==> src/rtl/rtc_alarm_pkg.sv <==
package rtc_alarm_pkg;

    localparam int BYTE_W     = 8;
    localparam int ADDR_W     = 4;
    localparam int A1_N       = 6;
    localparam int A2_N       = 3;
    localparam int EN_BIT     = 7;
    localparam int A2_SEL_BIT = 6;
    localparam int NUM_ALARMS = 2;

    typedef logic [BYTE_W-1:0] byte_t;

    typedef enum logic [ADDR_W-1:0] {
        RA_A1_SEC   = 4'd0,
        RA_A1_MIN   = 4'd1,
        RA_A1_HOUR  = 4'd2,
        RA_A1_DATE  = 4'd3,
        RA_A1_MONTH = 4'd4,
        RA_A1_DOW   = 4'd5,
        RA_A2_MIN   = 4'd6,
        RA_A2_HOUR  = 4'd7,
        RA_A2_DAY   = 4'd8,
        RA_STATUS   = 4'd9,
        RA_CTRL     = 4'd10
    } reg_addr_e;

    localparam logic [ADDR_W-1:0] A2_BASE = RA_A2_MIN;

    typedef struct packed {
        byte_t sec;
        byte_t min;
        byte_t hour;
        byte_t date;
        byte_t month;
        byte_t dow;
    } cal_t;

    localparam byte_t MASK_SEC   = 8'h7F;
    localparam byte_t MASK_MIN   = 8'h7F;
    localparam byte_t MASK_HOUR  = 8'h3F;
    localparam byte_t MASK_DATE  = 8'h3F;
    localparam byte_t MASK_MONTH = 8'h1F;
    localparam byte_t MASK_DOW   = 8'h07;

    typedef struct packed {
        logic a1;
        logic a2;
    } irq_en_t;

    // a field passes when it is disabled or its value bits agree
    function automatic logic field_ok(byte_t alarm, byte_t live, byte_t mask);
        return !alarm[EN_BIT] || ((alarm & mask) == (live & mask));
    endfunction

    function automatic logic field_on(byte_t alarm);
        return alarm[EN_BIT];
    endfunction

endpackage

==> src/rtl/alarm_regs.sv <==
module alarm_regs
    import rtc_alarm_pkg::*;
(
    input  logic              clk,
    input  logic              rst,
    input  logic              wr_en,
    input  logic [ADDR_W-1:0] wr_addr,
    input  byte_t             wr_data,
    output byte_t             a1_q [A1_N],
    output byte_t             a2_q [A2_N],
    output irq_en_t           ie_q
);

    for (genvar i = 0; i < A1_N; i++) begin : g_a1
        always_ff @(posedge clk) begin
            if (rst)
                a1_q[i] <= '0;
            else if (wr_en && wr_addr == ADDR_W'(i))
                a1_q[i] <= wr_data;
        end
    end

    for (genvar j = 0; j < A2_N; j++) begin : g_a2
        always_ff @(posedge clk) begin
            if (rst)
                a2_q[j] <= '0;
            else if (wr_en && wr_addr == A2_BASE + ADDR_W'(j))
                a2_q[j] <= wr_data;
        end
    end

    always_ff @(posedge clk) begin
        if (rst)
            ie_q <= '0;
        else if (wr_en && wr_addr == RA_CTRL)
            ie_q <= '{a1: wr_data[0], a2: wr_data[1]};
    end

    // storage leaves reset cleared
    a_r1_regs_cleared: assert property (@(posedge clk) disable iff (rst)
        $past(rst) |-> (a1_q[0] == '0 && a2_q[A2_N-1] == '0 && ie_q == '0));

endmodule

==> src/rtl/alarm_match.sv <==
module alarm_match
    import rtc_alarm_pkg::*;
#(
    parameter int N = 3
) (
    input  logic  fire,
    input  byte_t alarm [N],
    input  byte_t live  [N],
    input  byte_t mask  [N],
    output logic  hit
);

    logic [N-1:0] ok;
    logic [N-1:0] on;

    for (genvar k = 0; k < N; k++) begin : g_field
        assign ok[k] = field_ok(alarm[k], live[k], mask[k]);
        assign on[k] = field_on(alarm[k]);
    end

    assign hit = fire && (&ok) && (|on);

endmodule

==> src/rtl/alarm_status.sv <==
module alarm_status
    import rtc_alarm_pkg::*;
(
    input  logic                  clk,
    input  logic                  rst,
    input  logic                  tick,
    input  logic [NUM_ALARMS-1:0] hit,
    input  logic                  clr_wr,
    input  logic [NUM_ALARMS-1:0] clr_keep,
    input  irq_en_t               ie,
    output logic [NUM_ALARMS-1:0] flag,
    output logic                  irq
);

    logic [NUM_ALARMS-1:0] ie_vec;
    assign ie_vec = {ie.a2, ie.a1};

    for (genvar n = 0; n < NUM_ALARMS; n++) begin : g_flag
        always_ff @(posedge clk) begin
            if (rst)
                flag[n] <= 1'b0;
            else if (hit[n])
                flag[n] <= 1'b1;
            else if (clr_wr && !clr_keep[n])
                flag[n] <= 1'b0;
        end
    end

    assign irq = |(flag & ie_vec);

    // a flag can only rise after a tick
    a_r5_rise_needs_tick: assert property (@(posedge clk) disable iff (rst)
        $rose(flag[0]) |-> $past(tick));

    // a set flag with no clearing write stays set
    a_r6_flag_sticky: assert property (@(posedge clk) disable iff (rst)
        (flag[1] && !clr_wr) |=> flag[1]);

    // clearing write without a match drops the flag
    a_r7_clear_drops: assert property (@(posedge clk) disable iff (rst)
        (clr_wr && !clr_keep[0] && !tick) |=> !flag[0]);

    // interrupt implies some flag is set
    a_r8_irq_has_source: assert property (@(posedge clk) disable iff (rst)
        irq |-> (flag != '0));

endmodule

==> src/rtl/rtc_alarm_unit.sv <==
module rtc_alarm_unit
    import rtc_alarm_pkg::*;
(
    input  logic        clk,
    input  logic        rst,
    input  logic        tick,
    input  logic [7:0]  cur_sec,
    input  logic [7:0]  cur_min,
    input  logic [7:0]  cur_hour,
    input  logic [7:0]  cur_date,
    input  logic [7:0]  cur_month,
    input  logic [7:0]  cur_dow,
    input  logic        wr_en,
    input  logic [3:0]  wr_addr,
    input  logic [7:0]  wr_data,
    output logic        alarm1_flag,
    output logic        alarm2_flag,
    output logic        irq
);

    cal_t    now;
    byte_t   a1_q [A1_N];
    byte_t   a2_q [A2_N];
    irq_en_t ie_q;

    assign now = '{sec: cur_sec, min: cur_min, hour: cur_hour,
                   date: cur_date, month: cur_month, dow: cur_dow};

    alarm_regs u_regs (
        .clk     (clk),
        .rst     (rst),
        .wr_en   (wr_en),
        .wr_addr (wr_addr),
        .wr_data (wr_data),
        .a1_q    (a1_q),
        .a2_q    (a2_q),
        .ie_q    (ie_q)
    );

    // alarm 1 lanes
    byte_t a1_live [A1_N];
    byte_t a1_mask [A1_N];
    assign a1_live = '{now.sec, now.min, now.hour, now.date, now.month, now.dow};
    assign a1_mask = '{MASK_SEC, MASK_MIN, MASK_HOUR, MASK_DATE, MASK_MONTH, MASK_DOW};

    // alarm 2 lanes, day byte picks date or day of week
    logic  day_sel;
    byte_t a2_alarm [A2_N];
    byte_t a2_live  [A2_N];
    byte_t a2_mask  [A2_N];
    byte_t day_byte;

    assign day_sel  = a2_q[2][A2_SEL_BIT];
    assign day_byte = {a2_q[2][EN_BIT], 1'b0, a2_q[2][5:0]};
    assign a2_alarm = '{a2_q[0], a2_q[1], day_byte};
    assign a2_live  = '{now.min, now.hour, day_sel ? now.dow : now.date};
    assign a2_mask  = '{MASK_MIN, MASK_HOUR, day_sel ? MASK_DOW : MASK_DATE};

    logic [NUM_ALARMS-1:0] hit;

    alarm_match #(.N(A1_N)) u_match1 (
        .fire  (tick),
        .alarm (a1_q),
        .live  (a1_live),
        .mask  (a1_mask),
        .hit   (hit[0])
    );

    alarm_match #(.N(A2_N)) u_match2 (
        .fire  (tick),
        .alarm (a2_alarm),
        .live  (a2_live),
        .mask  (a2_mask),
        .hit   (hit[1])
    );

    logic                  clr_wr;
    logic [NUM_ALARMS-1:0] flag;

    assign clr_wr = wr_en && (wr_addr == RA_STATUS);

    alarm_status u_status (
        .clk      (clk),
        .rst      (rst),
        .tick     (tick),
        .hit      (hit),
        .clr_wr   (clr_wr),
        .clr_keep (wr_data[NUM_ALARMS-1:0]),
        .ie       (ie_q),
        .flag     (flag),
        .irq      (irq)
    );

    assign alarm1_flag = flag[0];
    assign alarm2_flag = flag[1];

    // with every alarm 1 field disabled no match reaches the flag
    a_r4_idle_alarm: assert property (@(posedge clk) disable iff (rst)
        (tick && a1_q[0][7] == 1'b0 && a1_q[1][7] == 1'b0 && a1_q[2][7] == 1'b0 &&
         a1_q[3][7] == 1'b0 && a1_q[4][7] == 1'b0 && a1_q[5][7] == 1'b0 &&
         !alarm1_flag) |=> !alarm1_flag);

    // a rising alarm 1 flag follows a tick whose enabled seconds agreed
    a_r2_sec_agrees: assert property (@(posedge clk) disable iff (rst)
        ($rose(alarm1_flag) && $past(a1_q[0][7])) |->
        ($past(cur_sec[6:0]) == $past(a1_q[0][6:0])));

endmodule

==> config.mk <==
export PLATFORM = sky130hd
export DESIGN_NAME = rtc_alarm_unit
export DESIGN_NICKNAME = d
export VERILOG_FILES = /design/src/rtl/rtc_alarm_pkg.sv /design/src/rtl/alarm_regs.sv /design/src/rtl/alarm_match.sv /design/src/rtl/alarm_status.sv /design/src/rtl/rtc_alarm_unit.sv
export SDC_FILE = /design/constraint.sdc
export NUM_CORES = 1
export LEC_CHECK = 0
export CORE_ASPECT_RATIO = 2
export CORE_MARGIN = 5
export CORE_UTILIZATION = 54
export CTS_CLUSTER_SIZE = 8
export DETAILED_ROUTE_END_ITERATION = 16
export PLACE_DENSITY = 0.87
export REMOVE_ABC_BUFFERS = 1
export SLEW_MARGIN = 20
export SYNTH_ARGS = -nofsm -noshare
export SYNTH_HDL_FRONTEND = slang
export SYNTH_HIERARCHICAL = 1
export SYNTH_SLANG_ARGS = --single-unit
==> constraint.sdc <==
create_clock -name clk -period 2.6 [get_ports clk]
set_clock_uncertainty 0.05 [all_clocks]
set_input_delay 0.52 -clock clk [delete_from_list [all_inputs] [get_ports clk]]
set_output_delay 0.52 -clock clk [all_outputs]
set_load 0.03 [all_outputs]
======== Word-level counts from Yosys, hierarchy flattened ========
Index checks and enable logic that the tools add are counted.
storage, ports and cells
  flip-flop bits (word level) ............. 76
  bits of input ports ..................... 64
  word-level logic and storage cells ...... 86
operators by class
  equality and inequality tests ........... 19
  multiplexer cells ....................... 6
  bitwise gates (word level) .............. 3
  reduce and logical (&&, ||, !) cells .... 45
operator list
  operator              count
  $eq A7 B7 Y1          3
  $eq A6 B6 Y1          3
  $logic_and A1 B1 Y1   17
  $and A8 B6 Y8         2
  $eq A4 B3 Y1 const B  4
  $eq A4 B4 Y1 const B  3
  $logic_not A1 Y1      11
  $logic_or A1 B1 Y1    9
  $eq A4 B2 Y1 const B  2
  $eq A8 B8 Y1          1
  $mux W8               1
  $mux W6               1
  $reduce_and A6 Y1     1
  $reduce_or A6 Y1      1
  $eq A5 B5 Y1          1
  $eq A4 B1 Y1 const B  1
  $logic_not A4 Y1      1
  $mux W1               4
  $reduce_bool A2 Y1    2
  $eq A3 B3 Y1          1
  $reduce_and A3 Y1     1
  $reduce_or A3 Y1      1
  $and A2 B2 Y2         1
  $reduce_or A2 Y1      1

======== Depth between registers and ports, before layout ========
  depth in word-level cells ............... 8
  depth in mapped cells ................... 8
  mapped depth without buffers ............ 7

======== By module ========
Netlist, hierarchy kept.
modules (own cells, without submodules)
  module                  times used  cells an instance  area each (um^2)  sequential area each (um^2)
  alarm_regs              1           266                2984.1            1481.4
  alarm_match (u_match1)  1           85                 659.4             0.0
  alarm_match (u_match2)  1           45                 349.1             0.0
  rtc_alarm_unit          1           14                 155.1             0.0
  alarm_status            1           9                  101.3             40.0

======== Worst setup path after synthesis ========
Ideal clock, no wire load.
  path type ............................... flip-flop to flip-flop
  from .................................... register u_regs/a2_q[6] (netlist bit)
  to ...................................... register u_status.flag[1]
  arrival time ............................ 1.857 ns
  required time ........................... 2.477 ns
  slack ................................... 0.620 ns
  stages on the path, launching flop included .. 9
  buffers on the path ..................... 1
  clock period less this slack ............ 1.980 ns
  path through ............................ dfxtp_1 buf_6 mux2_4 xor2_1 a22oi_1 a41oi_1 a2111oi_2 nor3b_2 nor3_2
RTL lines
  item                             RTL line            source
  start, declared                  alarm_regs.sv:10    output byte_t a2_q [A2_N],
  start signal, assigned by index  alarm_regs.sv:28    a2_q[j] <= wr_data;
  end signal, assigned by index    alarm_status.sv:21  flag[n] <= 1'b0;
  end signal, assigned by index    alarm_status.sv:23  flag[n] <= 1'b1;
  end signal, assigned by index    alarm_status.sv:25  flag[n] <= 1'b0;
  end, declared                    alarm_status.sv:11  output logic [NUM_ALARMS-1:0] flag,

==> metrics.yaml <==
status:
  status: "completed"
global_route:
  grt_pass1_wl_mm: 16.5
  grt_max_degree: 25
  overflow: 0
  antenna_found_initial: 0
  grt_pass1_vias: 3555
  grt.total_usage_pct: 22.3
clock_tree:
  htreeDepth: 3
  cts_resized: 0
  cts_hold_buf: 0
  cts_tree: "done"
  root_buffer: "clkbuf_16"
  cts.clk_slew.worst_paths_ns: 0.05
  clock-sinks: 76
  cts_max_path_buffers: 2
  cts_buffers: 9
  cts_setup_buffers: 0
  clk-insertion-delay-late_ns: 0.33
layout:
  regArea_um2: 1520
  drive_above_1_share_pct: 9.63
  num-fill-cells: 589
  final_cell_count_no_fill: 655
  n_antenna_cell: 0
  area_delta_synth_final_pct: 30.0
  multi_input_area_um2: 2860
  postLayoutCoreUtil_pct: 72.2
  fin_nets: 620
critical_path:
  worstPathRequired_ns: 2.81
  cp_max_fo: 2
  path_class: "primary input to flip-flop"
  crit_path_end_kind: "flip-flop"
  start_kind: "primary input"
  crit_arrival_ns: 2.61
die:
  die_w_um: 72.7
  dieArea_um2: 9850
  rows: 45
  num_io_pins: 67
  die_h_um: 135
  core_um2: 7660
  initial_utilization_pct: 55.5
logic_synthesis:
  synth-seq-cells: 76
  synthXorXnorAreaFrac_pct: 13.0
  synth_fa_ha_area_share_pct: 0
  netlist_area_um2: 4250
  synth.area.mux_share_pct: 20.3
  synth_top_family_by_area: "multiplexers"
  seq_area_frac_synth_pct: 35.8
  avgSynthCellArea_um2: 10.1
  syn_inst: 419
  synth_compound_area_share_pct: 7.74
  yosys.area_share.simple_pct: 20.1
  yosysWarnings: 6
  yosysUniqueCellTypes: 40
detailed_routing:
  wl_per_cell_um: 16.0
  vias_per_cell: 5.07
  totalWireLength_mm: 10.5
  drt-pass1-iter-count: 4
  vias: 3324
  ant_nets: 0
  drc: 0
  drt_iter0_drc: 197
sta:
  fin_crit_sh_pct: 92.2
  period_needed_ns: 2.40
  hold_viol: 0
  slew_headroom_pct: 58.1
  worst_slew_pin_slew_ns: 0.628
  worst_slack_ns: 0.203
  rsz0062_at_grt: "false"
  finalMaxSlewViolations: 0
  setup_violations: 0
  fmax_mhz: 417
placement:
  post-place-ws_ns: -0.0785
  io_buffers: 66
  dpl.hpwl_mm: 7.90
  post-place-cells: 639
  finalWeightedCongestion: 0.833
power:
  ir_drop_mv: 0.440
  power_density_nw_per_um2: 486
  leakagePower_nw: 2.78
hold_path:
  hold_class: "flip-flop to flip-flop"
job:
  cap_violations: 0
logic make-up after synthesis:
kind of cell | after synthesis
AND/OR/NAND/NOR | 127
other | 2
AO/OA/AOI/OAI | 44
multiplexers | 82
XOR/XNOR | 63
flip-flops | 76
buffers and inverters | 25
routing by layer:
layer	GRT usage, %	up-vias	wire (um)
met1	22.5	1589	3880
met5	0	-	0
met2	41.9	64	5840
met3	3.27	24	385
li1	-	1647	-
met4	12.2	0	373
area by class of cell:
class | instances | area share, %
sequential | 76 | 27.5
multi-input combinational | 386 | 51.7
clock buffer | 14 | 4.60
clock inverter | 2 | 0.181
inverter | 5 | 0.340
tap | 94 | 2.13
timing repair buffer | 78 | 13.5
synthesized netlist by cell type (all sizes together):
| master | number | area [um2] |
|---|---|---|
| o31a | 1 | 8.76 |
| a221oi | 1 | 8.76 |
| or4 | 1 | 7.51 |
| nand2 | 10 | 70.1 |
| and2b | 3 | 26.3 |
| a41oi | 2 | 17.5 |
| nand3 | 2 | 22.5 |
| a22o | 1 | 8.76 |
| nor3 | 2 | 20.0 |
| nor3b | 3 | 43.8 |
| a21oi | 8 | 40.0 |
| a222oi | 1 | 10.0 |
| nor2 | 6 | 25.0 |
| o21ai | 1 | 5.00 |
| a22oi | 28 | 215 |
| nand4 | 6 | 37.5 |
| clkbuf | 9 | 33.8 |
| and3 | 1 | 7.51 |
| buf | 11 | 72.6 |
| dfxtp | 76 | 1520 |
| xor2 | 63 | 552 |
| nor2b | 7 | 43.8 |
| conb | 2 | 7.51 |
| and3b | 2 | 18.8 |
| nand2b | 82 | 513 |
| a2111oi | 1 | 15.0 |
| mux2i | 74 | 741 |
| nand4b | 1 | 8.76 |
| inv | 5 | 18.8 |
| and4 | 1 | 8.76 |
| mux2 | 8 | 120 |
flip-flops by register name, summed over array words and instances, names as in the netlist:
register       cells
u_regs/a1_q       48
u_regs/a2_q       24
u_regs/ie_q        2
u_status/flag      2
report_power, final:
group          internal, mW  switching, mW  total [mW]
clock                 0.670          0.451        1.12
sequential             1.18         0.0113        1.19
combinational         0.198          0.172       0.371
per-stage QoR:
step / hold slack, ns / power (mW) / setup TNS (ns) / area, um2
floorplan: 0.402 / 1.39 / 0 / 4400
global placement: 0.414 / 1.57 / 0 / 5260
detailed placement: 0.425 / 1.58 / -0.0785 / 5260
CTS: 0.434 / 2.69 / 0 / 5530
global route: 0.454 / 2.77 / 0 / 5530
finish: 0.435 / 2.68 / 0 / 5530
worst max-delay path: stages:
cell and delay (ns):
clkdlybuf4s50_1 0.46, mux2_4 0.28, xor2_1 0.15, a22oi_1 0.21
a41oi_1 0.22, a2111oi_2 0.50, nor3b_2 0.11, nor3_2 0.15
cells in the final DEF, fill, tap and decap left out, types with 3 or more instances in the layout:
cell,count
a21oi_1,8
a22oi_1,27
and2b_2,3
buf_4,12
clkbuf_1,4
clkbuf_16,9
clkdlybuf4s50_1,65
conb_1,70
dfxtp_1,76
inv_1,5
mux2_4,8
mux2i_1,74
nand2_1,3
nand2_2,4
nand2_4,3
nand2b_1,82
nand4_1,6
nor2_1,5
nor2b_1,7
xor2_1,63
worst paths after layout:
path	slack [ns]	cells past startpoint	end	startpoint
worst max-delay path	0.20	8	u_status/flag[1]$_SDFFE_PP0P_	cur_dow[1]
worst min-delay path	0.43	2	u_regs/ie_q[1]$_SDFFE_PP0P_	u_regs/ie_q[1]$_SDFFE_PP0P_
worst max register to register	0.34	8	u_status/flag[1]$_SDFFE_PP0P_	u_regs/a2_q[6]$_SDFFE_PP0P_
worst min register to register	0.43	2	u_regs/ie_q[1]$_SDFFE_PP0P_	u_regs/ie_q[1]$_SDFFE_PP0P_
(Power assumes the default switching activity.)
